### src/rtl/lfwd_pkg.sv
// Package: shared constants for the low-frequency watchdog.
// Assumes three counters; the register map offsets are fixed here.
package lfwd_pkg;
    localparam int NCH = 3;

    typedef enum logic [1:0] {
        MD_OFF   = 2'd0,
        MD_IRQ   = 2'd1,
        MD_ESC   = 2'd2,
        MD_ESC_B = 2'd3
    } lfwd_mode_e;

    localparam logic [2:0] A_MATCH0 = 3'd0;
    localparam logic [2:0] A_MATCH1 = 3'd1;
    localparam logic [2:0] A_MATCH2 = 3'd2;
    localparam logic [2:0] A_CTRL   = 3'd3;
    localparam logic [2:0] A_CMD    = 3'd4;

    localparam int CASC_BIT = 8;
    localparam int ACK_LSB  = 4;
    localparam int UNH_LIM  = 2;
endpackage

### src/rtl/lfwd_regs.sv
// Module: configuration registers and command strobes.
// Holds match values, modes and the cascade bit. The clear and
// acknowledge strobes are decoded straight from the write port and last
// for the single cycle of the write. Assumes one write per clock at most.
module lfwd_regs
    import lfwd_pkg::*;
#(
    parameter int DATA_W = 32,
    parameter int ADDR_W = 3
) (
    input  logic                             clk,
    input  logic                             rst_n,
    input  logic                             wr_en,
    input  logic [ADDR_W-1:0]                wr_addr,
    input  logic [DATA_W-1:0]                wr_data,
    output logic [NCH-1:0][DATA_W-1:0]       match_o,
    output logic [NCH-1:0][1:0]              mode_o,
    output logic                             cascade_o,
    output logic [NCH-1:0]                   clr_req_o,
    output logic [NCH-1:0]                   ack_o
);
    logic cmd_wr;

    // Register writes; reset leaves matches at zero and all modes off.
    always_ff @(posedge clk) begin
        if (!rst_n) begin
            match_o   <= '0;
            mode_o    <= '0;
            cascade_o <= 1'b0;
        end else if (wr_en) begin
            case (wr_addr)
                ADDR_W'(A_MATCH0): match_o[0] <= wr_data;
                ADDR_W'(A_MATCH1): match_o[1] <= wr_data;
                ADDR_W'(A_MATCH2): match_o[2] <= wr_data;
                ADDR_W'(A_CTRL): begin
                    for (int i = 0; i < NCH; i++) mode_o[i] <= wr_data[2*i +: 2];
                    cascade_o <= wr_data[CASC_BIT];
                end
                default: ;
            endcase
        end
    end

    // Command strobes: write-one pulses for clear and acknowledge.
    always_comb begin
        cmd_wr = wr_en && (wr_addr == ADDR_W'(A_CMD));
        for (int i = 0; i < NCH; i++) begin
            clr_req_o[i] = cmd_wr && wr_data[i];
            ack_o[i]     = cmd_wr && wr_data[ACK_LSB + i];
        end
    end
endmodule

### src/rtl/lfwd_channel.sv
// Module: one watchdog counter with its flag and escalation count.
// Counts on tick_i, wraps on match, and tracks unhandled matches. A
// clear request passes two synchroniser stages before it zeroes the
// counter. Assumes match_i and mode_i are stable register outputs.
module lfwd_channel
    import lfwd_pkg::*;
#(
    parameter int W = 16
) (
    input  logic         clk,
    input  logic         rst_n,
    input  logic         tick_i,
    input  logic [W-1:0] match_i,
    input  logic [1:0]   mode_i,
    input  logic         clr_req_i,
    input  logic         ack_i,
    output logic         evt_o,
    output logic         flag_o,
    output logic         fire_o,
    output logic         clr_pend_o
);
    logic [W-1:0] cnt_q;
    logic [1:0]   sync_q;
    logic [1:0]   unh_q;
    logic [1:0]   unh_base;
    logic         clr_apply;
    logic         act_en;

    // Match detection and escalation decision for this cycle.
    always_comb begin
        clr_apply  = sync_q[1];
        act_en     = (mode_i != 2'(MD_OFF));
        evt_o      = tick_i && !clr_apply && (cnt_q == match_i);
        unh_base   = ack_i ? 2'd0 : unh_q;
        fire_o     = evt_o && mode_i[1] && (unh_base == 2'(UNH_LIM));
        clr_pend_o = |sync_q;
    end

    // Counter: zero on clear or match, else advance on tick.
    always_ff @(posedge clk) begin
        if (!rst_n)          cnt_q <= '0;
        else if (clr_apply)  cnt_q <= '0;
        else if (evt_o)      cnt_q <= '0;
        else if (tick_i)     cnt_q <= cnt_q + 1'b1;
    end

    // Two-stage delay line for the clear request.
    always_ff @(posedge clk) begin
        if (!rst_n) sync_q <= '0;
        else        sync_q <= {sync_q[0], clr_req_i};
    end

    // Unhandled-match count: bumps on enabled match, restarts after escalation.
    always_ff @(posedge clk) begin
        if (!rst_n)                 unh_q <= '0;
        else if (evt_o && act_en)   unh_q <= (unh_base == 2'(UNH_LIM)) ? 2'd0 : unh_base + 2'd1;
        else if (clr_apply || ack_i) unh_q <= '0;
    end

    // Interrupt flag: set on enabled match, cleared by acknowledge.
    always_ff @(posedge clk) begin
        if (!rst_n)               flag_o <= 1'b0;
        else if (evt_o && act_en) flag_o <= 1'b1;
        else if (ack_i)           flag_o <= 1'b0;
    end


    fire_flag_chk: assert property (@(posedge clk) disable iff (!rst_n)
        fire_o |-> flag_o);

    fire_single_chk: assert property (@(posedge clk) disable iff (!rst_n)
        fire_o |=> !fire_o);

    clr_pend_chk: assert property (@(posedge clk) disable iff (!rst_n)
        clr_req_i |=> clr_pend_o);

    clr_zero_chk: assert property (@(posedge clk) disable iff (!rst_n)
        clr_req_i |-> ##3 (cnt_q == '0));

    flag_rise_chk: assert property (@(posedge clk) disable iff (!rst_n)
        $rose(flag_o) |-> $past(evt_o && act_en));
endmodule

### src/rtl/lfwd_top.sv
// Module: top of the cascaded low-frequency watchdog.
// Builds three counters (two narrow, one wide), routes counter 0 match
// events into counter 1 when cascade is set, merges the interrupt flags
// and registers the reset pulse. Assumes DATA_W >= HI_W.
module lfwd_top
    import lfwd_pkg::*;
#(
    parameter int LO_W   = 16,
    parameter int HI_W   = 32,
    parameter int DATA_W = 32,
    parameter int ADDR_W = 3
) (
    input  logic              clk,
    input  logic              rst_n,
    input  logic              wr_en,
    input  logic [ADDR_W-1:0] wr_addr,
    input  logic [DATA_W-1:0] wr_data,
    output logic              irq,
    output logic              sys_rst,
    output logic [NCH-1:0]    irq_flags,
    output logic [NCH-1:0]    clr_pending
);
    logic [NCH-1:0][DATA_W-1:0] match_q;
    logic [NCH-1:0][1:0]        mode_q;
    logic                       cascade_q;
    logic [NCH-1:0]             clr_req;
    logic [NCH-1:0]             ack;
    logic [NCH-1:0]             evt;
    logic [NCH-1:0]             fire;
    logic [NCH-1:0]             irq_src;

    lfwd_regs #(.DATA_W(DATA_W), .ADDR_W(ADDR_W)) u_regs (
        .clk       (clk),
        .rst_n     (rst_n),
        .wr_en     (wr_en),
        .wr_addr   (wr_addr),
        .wr_data   (wr_data),
        .match_o   (match_q),
        .mode_o    (mode_q),
        .cascade_o (cascade_q),
        .clr_req_o (clr_req),
        .ack_o     (ack)
    );

    for (genvar i = 0; i < NCH; i++) begin : g_ch
        localparam int W = (i == NCH - 1) ? HI_W : LO_W;
        logic tick;

        if (i == 1) begin : g_casc
            assign tick = cascade_q ? evt[0] : 1'b1;
        end else begin : g_free
            assign tick = 1'b1;
        end

        lfwd_channel #(.W(W)) u_ch (
            .clk        (clk),
            .rst_n      (rst_n),
            .tick_i     (tick),
            .match_i    (match_q[i][W-1:0]),
            .mode_i     (mode_q[i]),
            .clr_req_i  (clr_req[i]),
            .ack_i      (ack[i]),
            .evt_o      (evt[i]),
            .flag_o     (irq_flags[i]),
            .fire_o     (fire[i]),
            .clr_pend_o (clr_pending[i])
        );

        assign irq_src[i] = irq_flags[i] && (mode_q[i] != 2'(MD_OFF));
    end

    assign irq = |irq_src;

    // Reset pulse register, high for one cycle per escalation.
    always_ff @(posedge clk) begin
        if (!rst_n) sys_rst <= 1'b0;
        else        sys_rst <= |fire;
    end


    irq_src_chk: assert property (@(posedge clk) disable iff (!rst_n)
        irq |-> (|irq_flags));
endmodule

### config.mk
export PLATFORM = sky130hd
export DESIGN_NAME = lfwd_top
export DESIGN_NICKNAME = d
export VERILOG_FILES = /design/src/rtl/lfwd_pkg.sv /design/src/rtl/lfwd_regs.sv /design/src/rtl/lfwd_channel.sv /design/src/rtl/lfwd_top.sv
export SDC_FILE = /design/constraint.sdc
export NUM_CORES = 1
export LEC_CHECK = 0
export ABC_AREA = 1
export CORE_ASPECT_RATIO = 1.75
export CORE_MARGIN = 4
export CORE_UTILIZATION = 31
export DETAILED_ROUTE_END_ITERATION = 16
export PLACE_DENSITY = 0.53
export SKIP_LAST_GASP = 1
export SYNTH_ARGS = -nofsm -noshare
export SYNTH_HDL_FRONTEND = slang
export SYNTH_SLANG_ARGS = --single-unit
### constraint.sdc
create_clock -name clk -period 2.07 [get_ports clk]
set_clock_uncertainty 0.1 [all_clocks]
set_input_delay 0.207 -clock clk [delete_from_list [all_inputs] [get_ports clk]]
set_output_delay 0.207 -clock clk [all_outputs]
set_load 0.05 [all_outputs]
Word-level counts from Yosys, hierarchy flattened --
Index checks and enable logic that the tools add are counted. Widths: inputs -> output; s select.
Operators by class: add/sub/neg operators 6, equality and inequality tests 10, multiplexer cells 19, bitwise logic cells 1, reductions and logical operators 51
Operators with widths (number):
- $add 16x1->16 const B | 2
- $add 32x1->32 const B | 1
- $eq 16x16->1 | 2
- $eq 32x32->1 | 1
- $mux 2 | 12
- $logic_and 1x1->1 | 23
- $reduce_bool 2->1 | 9
- $reduce_or 3->1 | 5
- $reduce_and 2->1 | 4
- $mux 1 | 7
- $add 2x1->2 const B | 3
- $eq 2x2->1 const B | 3
- $eq 3x2->1 const B | 2
- $reduce_or 2->1 | 3
- $eq 3x1->1 const B | 1
- $eq 3x3->1 const B | 1
- $logic_not 1->1 | 3
- $logic_not 3->1 | 1
- $logic_or 1x1->1 | 3
- $not 1->1 | 1
Word-level totals: register bits after elaboration 151, bits of input ports 38, output and inout port bits 8, word-level logic and storage cells 107

Depth between registers and ports, before layout --
Gate-level depths: netlist (run 1).
depth after elaboration 8, depth in mapped cells 13, depth with buffers taken out 12

Modules after synthesis --
Synthesis (run 1) repeated with hierarchy kept, for this count alone.
Second synthesis, totals: cells, all modules 1591, area, all modules 10189.8 µm²
Modules (own cells, without submodules):
- lfwd_regs | instances 1, cells an instance 612, area each 4210.3 µm², seq. area each 2062.0 µm²
- lfwd_channel at g_ch[0].u_ch ... | instances 2, cells an instance 230, area each 1482.7 µm², seq. area each 420.4 µm²
- lfwd_channel at g_ch[2].u_ch | instances 1, cells an instance 508, area each 2950.3 µm², seq. area each 740.7 µm²
- lfwd_top | instances 1, cells an instance 11, area each 63.8 µm², seq. area each 20.0 µm²

Worst setup path before layout (run 1) --
OpenSTA, ideal clock, no wires.
path type register to register, from reg g_ch[2].u_ch.cnt_q[0], to reg g_ch[2].u_ch.cnt_q[18], setup time 0.064 ns, arrival time 1.510 ns, required time 1.906 ns, path slack 0.396 ns, stages on the path, launching flop included 13, buffers on the path 0, clock period less this slack 1.674 ns, cells stage by stage dfxtp_1 > ha_1 > nand2_1 > inv_1 > nand2_1 > inv_1 > nand2_1 > nor3_2 > nand3_1 > nor2_2 > xor2_1 > inv_1 > nor2_1
Between the ends: longest elaborated chain between the ends 3, elaborated cells on any way between the ends 4, those cells by class add/sub (1); eq/ne (1); reduce/logical (2)
RTL lines:
- from (decl) | RTL line lfwd_channel.sv:22 | logic [W-1:0] cnt_q;
- from (signal assigned) | RTL line lfwd_channel.sv:44 | else if (tick_i) cnt_q <= cnt_q + 1'b1;
- branches (longest 3 deep; another with $add 32x1->32)
Several ways; the timed one is not identified. A chain may end at the register's enable or synchronous reset.

Final worst setup path (run 1) --
from reg g_ch[0].u_ch.flag_o, to out irq_flags[0]
RTL lines:
- from (decl) | RTL line lfwd_channel.sv:18 | output logic flag_o,
- from (signal assigned) | RTL line lfwd_channel.sv:62 | if (!rst_n) flag_o <= 1'b0;
- from (signal assigned) | RTL line lfwd_channel.sv:63 | else if (evt_o && act_en) flag_o <= 1'b1;
- from (signal assigned) | RTL line lfwd_channel.sv:64 | else if (ack_i) flag_o <= 1'b0;
- to (decl) | RTL line lfwd_top.sv:20 | output logic [NCH-1:0] irq_flags,
No word-level cell between the ends.

==> results of run 1 <==
-- flip-flops by register name, indices dropped and copies added, names as in the netlist --
signal / count
sys_rst: 1
u_regs.cascade_o: 1
u_regs.mode_o: 6
g_ch.u_ch.sync_q: 6
g_ch.u_ch.flag_o: 3
g_ch.u_ch.unh_q: 6
u_regs.match_o: 64
g_ch.u_ch.cnt_q: 64
-- metal layers --
layer  vias to the layer above  share of wire (%)  routed length, µm
li1                       3542                  -                  -
met5                         -                  0                  0
met1                      3082                 38               7980
met4                         0                3.2                675
met3                        34                2.8                588
met2                       104                 56              11600
-- power by group through the flow --
stage / clock [µW] / sequential, µW / combinational (µW)
after floorplan: 0 / 3110 / 454
after global placement: 0 / 3140 / 738
after detailed placement: 0 / 3140 / 747
after CTS: 3440 / 3070 / 748
after global routing: 3570 / 3080 / 826
final: 3360 / 3070 / 737
-- synthesized netlist by cell type, types with 5 or more instances --
master	count	share of area (%)
nor4_1	5	0.42
xor2_1	19	2.2
or2_0	5	0.42
dfxtp_1	151	41
nor2_1	157	8.0
nor3b_1	5	0.51
nor3_2	5	0.68
nand4_1	18	1.5
a21oi_2	10	1.2
xnor2_1	24	2.8
clkbuf_1	18	0.91
nand3_1	42	2.8
nor2_2	9	0.76
buf_2	5	0.34
inv_1	121	6.1
o21ai_0	89	6.0
or2_2	8	0.68
buf_4	8	0.81
nor3_1	32	2.2
nand2_1	226	11
a21oi_1	76	5.1
-- layout make-up --
type / count / area, µm²
fillers: 2513 / 14400
multi-input cells: 756 / 3720
flip-flops and latches: 151 / 3030
repair buffers: 79 / 757
inverters: 126 / 473
clock buffers: 18 / 439
well taps: 304 / 380
clock inverters: 14 / 195
-- cell families after synthesis --
family | count (synthesis)
adders and majority gates | 3
buffers and inverters | 163
and+or+nand+nor | 531
AOI/OAI and AO/OA | 179
xor gates and xnor gates | 43
DFF | 151
-- metrics by stage --
| step | setup WS [ns] | cells | setup TNS (ns) | power [µW] | utilization [%] |
|---|---|---|---|---|---|
| floorplan | 0.396 | 1070 | 0 | 3560 | - |
| global placement | 0.0331 | 1416 | 0 | 3870 | 35.6 |
| detailed placement | -0.0251 | 1416 | -0.0414 | 3880 | 35.6 |
| CTS | 0.0652 | 1448 | 0 | 7260 | 38.3 |
| global route | -0.0240 | 1448 | -0.0270 | 7480 | 38.4 |
| finish | 0.0887 | 1448 | 0 | 7160 | 38.4 |
-- final timing paths --
check,startpoint,endpoint,slack (ns),depth (start not counted)
max,g_ch[0].u_ch.flag_o,irq_flags[0],0.09,1
min,rst_n,g_ch[0].u_ch.sync_q[1],0.04,3
max reg2reg,g_ch[2].u_ch.cnt_q[10],g_ch[2].u_ch.cnt_q[29],0.14,6
min reg2reg,g_ch[1].u_ch.sync_q[0],g_ch[1].u_ch.sync_q[1],0.33,2
-- what timing repair did --
action | CTS | global route
endpoints found under the setup margin | 3 | 11
gates resized for setup | 3 | 7
cloned | 0 | 0
hold buffers | 0 | 0
==> impl_metrics.tcl, run 1 <==
set metrics [dict create \
    status "finished, final reports clean" \
    layout-area-overhead-vs-synth_pct 21.5 \
    rsz0062_at_grt "true" \
    mostFrequentLayoutCell "nand2_1" \
    seqPwrFrac_pct 42.9 \
    p_sw_share_pct 25.3 \
    synthXorXnorAreaFrac_pct 5.09 \
    vias 6762 \
    cts-buffers-inserted 17 \
    synth_area_um2 7400 \
    maxSlewHeadroom_pct 59.5 \
    port_buffers 45 \
    clkSlewWorstSetupHoldPaths_ns 0.06 \
    grt_util_all_layers_pct 16.3 \
    peakVddDrop_mv 0.514 \
    syn_nets 1111 \
    place_area_um2 8350 \
    die_w_um 125 \
    vias_per_cell 4.67 \
    path_class "reg -> out" \
    mostFrequentLayoutCells "nand2_1 (225), nor2_1 (155), dfxtp_1 (148)" \
    die-area_um2 26500 \
    grt_max_degree 42 \
    synth_edf_count 0 \
    grtUsageMet2_pct 31.6 \
    yosys_warnings 0 \
    ys_types 40 \
    ys.flop_type "dfxtp_1" \
    core-area_um2 23400 \
    routedWlPerCell_um 14.4 \
    cp_max_fo 3 \
    synth_compound_area_share_pct 12.7 \
    rows 74 \
    hold_path.class "in -> reg" \
    numClockSinks 151 \
    max_stage_delay_ns 0.83 \
    critPathBufInv 1 \
    gp_congestion 0.858 \
    gr-usage-met3_pct 3.22 \
    grt_pass1_vias 6889 \
    drtPass1Iterations 5 \
    synth_top_family_by_area "simple AND/OR/NAND/NOR gates" \
    overflow 0 \
    drcViolationCount 0 \
    synth_mux_area_share_pct 0 \
    fin_hold_ws_ns 0.0401 \
    fin_crit_sh_pct 95.7 \
    grt_pass1_wl_mm 34.4 \
    path_delay_family "buffers and inverters" \
    pin_count 46 \
    cts_root_buffer "clkbuf_16" \
    clock_latency_ns 0.43 \
    p_sw_uw 1810 \
    drt_iter0_drc 260 \
    required_ns 1.76 \
    die_h_um 212 \
    stdcell_area_um2 8990 \
    cts_tree "done" \
    worst_pin_slew_ns 0.607 \
    cts_buffer_depth 2 \
    postRouteAntennaNets 0 \
    ys_ff_latch 151 \
    synthSimpleGateAreaFrac_pct 31.8 \
    drive_gt1_share_pct 10.8 \
    combinationalPowerShare_pct 10.3 \
    cts_max_level 4 \
    ys_seq_area_share_pct 40.9 \
    drv_cap 0 \
    syn_avg_cell_area_um2 6.92 \
    antenna_cells 0 \
    use_met1_pct 16.6 \
    crit_path_end_kind "output pin" \
    antenna_found_initial 0 \
    ys_async_sr_fraction_pct 0 \
    powerDensity_nw_per_um2 797 \
    cp-start-kind "flip-flop" \
    p_clk_share_pct 46.9 \
    start_util_pct 31.6 \
    grt_busiest_layer "met2" \
    layout_min_cycle_time_ns 1.98 \
    hpwl_mm 16.3 \
    hold_violations 0 \
    p_int_uw 5350 \
    worst_path_max_delay_cell "clkdlybuf4s50_1" \
    cts_setup_buffers 0 \
    finalNetCount 1172 \
    finalMaxSlewViolations 0 \
    wl_mm 20.8 \
    syn-instance-count 1070 \
    cp.arrival_ns 1.67 \
    fmax_mhz 505 \
    p_leak_uw 0.00342 \
    setup_viol 0 \
    synthAdderAreaFrac_pct 0.507 \
    crit_chain "clkdlybuf4s50_1" \
]
Power figures use the tool's default switching activity.
==> inputs of run 2 (changes only) <==
--- a/config.mk
+++ b/config.mk
@@ -11,6 +11,7 @@
 export CORE_UTILIZATION = 31
 export DETAILED_ROUTE_END_ITERATION = 16
 export PLACE_DENSITY = 0.53
+export SKIP_CTS_REPAIR_TIMING = 1
 export SKIP_LAST_GASP = 1
 export SYNTH_ARGS = -nofsm -noshare
 export SYNTH_HDL_FRONTEND = slang
==> run 2 against run 1 <==
Effect of this change: first-iteration DRC count rose by 0.77%; setup slack got worse by 0.011 ns; global-route usage barely moved; count of clock-buffer cells in the layout did not move; sequential power barely moved; critical endpoint unchanged; largest cell class unchanged.
==> impl_metrics.tcl, run 2 (synthesis results as in run 1) <==
set metrics [dict create \
    r2r_slack_ns 0.14 \
    drcViolationCount 0 \
    cts_buffer_depth 2 \
    maxSlewHeadroom_pct 59.6 \
    cp-start-kind "flip-flop" \
    cp_max_fo 3 \
    drtPass1Iterations 5 \
    vias 6743 \
    clkSlewWorstSetupHoldPaths_ns 0.06 \
    crit_chain "clkdlybuf4s50_1" \
    worstSetupEndpoint "irq_flags[0]" \
    finalMaxSlewViolations 0 \
    worst_path_max_delay_cell "clkdlybuf4s50_1" \
    required_ns 1.76 \
    hold_path.class "in -> reg" \
    combinationalPowerShare_pct 10.3 \
    mostFrequentLayoutCells "nand2_1 (225), nor2_1 (154), dfxtp_1 (148)" \
    grt_pass1_vias 6889 \
    start_util_pct 31.6 \
    r2r_end "g_ch[2].u_ch.cnt_q[29]" \
    vias_per_cell 4.66 \
    fmax_mhz 502 \
    path_depth 1 \
    p_clk_share_pct 46.9 \
    cts-buffers-inserted 17 \
    hpwl_mm 16.3 \
    core-area_um2 23400 \
    path_class "reg -> out" \
    postRouteAntennaNets 0 \
    die_w_um 125 \
    layout_min_cycle_time_ns 1.99 \
    antenna_found_initial 0 \
    fin_crit_sh_pct 96.2 \
    finalNetCount 1172 \
    p_sw_share_pct 25.3 \
    numClockSinks 151 \
    antenna_cells 0 \
    rsz0062_at_grt "true" \
    wl_mm 20.8 \
    die-area_um2 26500 \
    fin_hold_ws_ns 0.0405 \
    status "finished, final reports clean" \
    multiInputGateArea_um2 3720 \
    top_regs "g_ch.u_ch.cnt_q (64), u_regs.match_o (64)" \
    port_buffers 45 \
    seqPwrFrac_pct 42.9 \
    fillers 2511 \
    pin_count 46 \
    cts_root_buffer "clkbuf_16" \
    p_leak_uw 0.00346 \
    clock_latency_ns 0.43 \
    p_int_uw 5350 \
    ff_latch_area_um2 3030 \
    worst_pin_slew_ns 0.605 \
    crit_path_end_kind "output pin" \
    r2r_cells 6 \
    worstReg2RegStart "g_ch[2].u_ch.cnt_q[10]" \
    hold_violations 0 \
    layout-area-overhead-vs-synth_pct 21.6 \
    powerDensity_nw_per_um2 796 \
    drt_iter0_drc 262 \
    cts_tree "done" \
    path_delay_family "buffers and inverters" \
    crit_start "g_ch[0].u_ch.flag_o" \
    grt_pass1_wl_mm 34.4 \
    setup_viol 0 \
    drive_gt1_share_pct 10.9 \
    p_sw_uw 1810 \
    gp_congestion 0.858 \
    grt_max_degree 42 \
    final_util_pct 38.4 \
    cp.arrival_ns 1.68 \
    max_stage_delay_ns 0.84 \
    rows 74 \
    drv_cap 0 \
    die_h_um 212 \
    peakVddDrop_mv 0.517 \
    cts_max_level 4 \
    critPathBufInv 1 \
    routedWlPerCell_um 14.4 \
    mostFrequentLayoutCell "nand2_1" \
    overflow 0 \
    finalSetupTns_ns 0 \
    grt_util_all_layers_pct 16.3 \
]
## run 2: changes by cell type in the layout (fill, tap and decap cells not counted)
cell / delta
dlygate4sd2_1: -3
dlymetal6s2s_1: +3
nor2_2: +1
nor2_1: -1
## run 2: final cells by class
class | count | share of cell area [%]
Clock buffer | 18 | 4.88
Clock inverter | 14 | 2.17
Inverter | 126 | 5.25
Multi-Input combinational cell | 756 | 41.3
Sequential cell | 151 | 33.6
Tap cell | 304 | 4.23
Timing Repair Buffer | 79 | 8.53
## run 2: through the flow
stage / area, µm² / setup slack [ns] / total power [µW] / cells
global route: 9000 / -0.0402 / 7480 / 1448
floorplan: 7400 / 0.396 / 3560 / 1070
global placement: 8350 / 0.0331 / 3870 / 1416
CTS: 8980 / -0.0984 / 7270 / 1448
detailed placement: 8350 / -0.0251 / 3880 / 1416
finish: 9000 / 0.0780 / 7170 / 1448
## run 2: layer usage
layer | GRT usage [%] | wire [µm] | vias to the layer above
met5 | 0 | 0 | -
met2 | 31.6 | 11500 | 99
met4 | 7.42 | 714 | 0
li1 | - | - | 3539
met1 | 16.6 | 7940 | 3068
met3 | 3.22 | 592 | 37
## run 2: power by group through the flow
stage,clock network (µW),registers [µW],logic (µW)
global route,3570,3080,826
CTS,3440,3070,749
global placement,0,3140,738
finish,3360,3070,736
floorplan,0,3110,454
detailed placement,0,3140,747
## run 2: worst min path at each step
| stage | from | end | slack (ns) | cells after the start |
|---|---|---|---|---|
| after global routing | rst_n | g_ch[0].u_ch.sync_q[1] | 0.03 | 3 |
| after detailed placement | g_ch[2].u_ch.sync_q[0] | g_ch[2].u_ch.sync_q[1] | 0.32 | 2 |
| final | rst_n | g_ch[0].u_ch.sync_q[1] | 0.04 | 3 |
| after floorplan | wr_data[1] | g_ch[1].u_ch.sync_q[0] | 0.23 | 2 |
| after CTS | rst_n | g_ch[0].u_ch.sync_q[1] | 0.02 | 3 |
| after global placement | g_ch[2].u_ch.sync_q[0] | g_ch[2].u_ch.sync_q[1] | 0.31 | 2 |
==> inputs of run 3 (changes only) <==
--- a/config.mk
+++ b/config.mk
@@ -10,9 +10,11 @@
 export CORE_MARGIN = 4
 export CORE_UTILIZATION = 31
 export DETAILED_ROUTE_END_ITERATION = 16
-export PLACE_DENSITY = 0.53
+export PLACE_DENSITY = 0.52
+export REMOVE_ABC_BUFFERS = 1
 export SKIP_CTS_REPAIR_TIMING = 1
 export SKIP_LAST_GASP = 1
 export SYNTH_ARGS = -nofsm -noshare
 export SYNTH_HDL_FRONTEND = slang
+export SYNTH_HIERARCHICAL = 1
 export SYNTH_SLANG_ARGS = --single-unit
==> run 3 against run 2 <==
Effect of this change: the flow now finishes with violations (negative setup slack); critical path depth up 19; register-to-register slack worse by 0.42 ns; final cell count up 35%; non-clock buffer count up 90; power up 7.1%; die area up 20%; critical path type is now reg -> reg; critical endpoint is now g_ch[1].u_ch/cnt_q[14]; largest cell class unchanged; largest power group unchanged.
==> impl_metrics.tcl, run 3 <==
set metrics [dict create \
    status "complete, but fails checks" \
    violations "negative setup slack" \
    path_delay_family "simple AND/OR/NAND/NOR gates" \
    routedWlPerCell_um 15.1 \
    critPathBufInv 4 \
    drive_gt1_share_pct 18.3 \
    rsz0062_at_grt "true" \
    p_leak_uw 0.00516 \
    clkSlewWorstSetupHoldPaths_ns 0.06 \
    crit_path_end_kind "flip-flop" \
    cts_root_buffer "clkbuf_16" \
    mostFrequentLayoutCell "nand2_1" \
    hpwl_mm 23.1 \
    hp-start "rst_n" \
    required_ns 2.30 \
    cts_buffer_depth 2 \
    hold_depth 3 \
    layout-area-overhead-vs-synth_pct 27.5 \
    cp_max_fo 4 \
    power.total_uw 7680 \
    path_depth 20 \
    numClockSinks 151 \
    port_buffers 45 \
    antenna_found_initial 1 \
    fillers 3127 \
    vias_per_cell 4.62 \
    rows 82 \
    cp.arrival_ns 2.58 \
    grt_pass1_wl_mm 45.4 \
    setup_ws_ns -0.276 \
    grt_util_all_layers_pct 18.8 \
    overflow 0 \
    max_stage_delay_ns 0.35 \
    worst_pin_slew_ns 0.774 \
    die_h_um 233 \
    path_class "reg -> reg" \
    setup_viol 19 \
    syn_avg_cell_area_um2 6.32 \
    grt_pass1_vias 8969 \
    finalNetCount 1607 \
    crit_start "g_ch[0].u_ch/cnt_q[11]" \
    place_ws_ns -0.489 \
    layout_min_cycle_time_ns 2.35 \
    stdcell_area_um2 11400 \
    worstReg2RegStart "g_ch[0].u_ch/cnt_q[11]" \
    synth_area_um2 8980 \
    die_w_um 137 \
    cts_max_level 4 \
    hold_violations 0 \
    cts-buffers-inserted 17 \
    top_regs "g_ch.u_ch/cnt_q (64), u_regs/match_o (64)" \
    crit_chain "inv_2 -> nand2_2 -> nand4_1 -> nor2_2 -> nand2_2 -> nor2_4 -> nand2_4 -> inv_2 -> inv_2 -> nand2_4 -> buf_4 -> nand2_1 -> nor2_2 -> nand3_1 -> nor2_2 -> nand2_2 -> nor2_4 -> nand2_1 -> nor2_1 -> nor3_2" \
    fmax_mhz 426 \
    hold_path.class "in -> reg" \
    mostFrequentLayoutCells "nand2_1 (347), nor2_1 (288), inv_1 (191)" \
    fin_crit_sh_pct 113 \
    core-area_um2 28600 \
    postRouteAntennaNets 0 \
    finalSetupTns_ns -4.42 \
    grt_max_degree 64 \
    place_area_um2 10500 \
    worst_path_max_delay_cell "dfxtp_2" \
    peakVddDrop_mv 0.612 \
    gp_congestion 0.966 \
    die-area_um2 31800 \
    vias 9045 \
    syn-instance-count 1421 \
    drtPass1Iterations 7 \
    finalMaxSlewViolations 0 \
    r2r_cells 20 \
    drcViolationCount 0 \
    powerDensity_nw_per_um2 671 \
    cts_tree "done" \
    wl_mm 29.6 \
    drt_iter0_drc 474 \
    start_util_pct 31.4 \
    drv_cap 0 \
    maxSlewHeadroom_pct 48.2 \
    clock_latency_ns 0.44 \
    cp-start-kind "flip-flop" \
    yosys_warnings 6 \
    pin_count 46 \
]
-- run 3: worst paths after layout --
path,end,slack (ns)
worst max register to register,g_ch[1].u_ch/cnt_q[14],-0.28
worst max-delay path,g_ch[1].u_ch/cnt_q[14],-0.28
worst min-delay path,g_ch[1].u_ch/sync_q[0],0.002
worst min register to register,g_ch[1].u_ch/sync_q[1],0.34
-- run 3: layer usage --
metal  global-route usage, %  vias up  routed length, µm
met5                       0        -                  0
met4                    12.5        0               1980
met3                    2.69       85                747
met2                    36.6      190              16500
met1                    17.5     4135              10400
li1                        -     4635                  -
-- run 3: worst register-to-register path: stages, from the launching register on --
cell and delay [ns]:
dfxtp_2 0.35, inv_2 0.04, nand2_2 0.06, nand4_1 0.11
nor2_2 0.19, nand2_2 0.09, nor2_4 0.14, nand2_4 0.07
inv_2 0.05, inv_2 0.03, nand2_4 0.08, buf_4 0.12
nand2_1 0.05, nor2_2 0.10, nand3_1 0.09, nor2_2 0.13
nand2_2 0.10, nor2_4 0.11, nand2_1 0.06, nor2_1 0.13
nor3_2 0.05
-- run 3: final cells by class --
class                      instances  area, µm²  share of cell area [%]
multi-input combinational       1024       5030                    43.9
sequential                       151       3040                    26.6
timing repair buffer             169       1490                    13.0
inverter                         203        762                    6.66
tap                              378        473                    4.13
clock buffer                      20        457                    3.99
clock inverter                    12        198                    1.73
antenna                            1       2.50                  0.0219
-- run 3: stage by stage --
step | utilization (%) | std cells | hold slack, ns
2_1_floorplan | - | 1377 | 0.200
3_3_place_gp | 36.7 | 1913 | 0.327
3_5_place_dp | 36.7 | 1913 | 0.324
4_1_cts | 39.0 | 1945 | -0.00847
5_1_grt | 40.0 | 1958 | 0.0202
6_report | 40.0 | 1958 | 0.00181
-- run 3: power breakdown --
group / switching [µW] / internal (µW)
sequential: 74.1 / 2980
combinational: 657 / 448
clock: 1320 / 2200
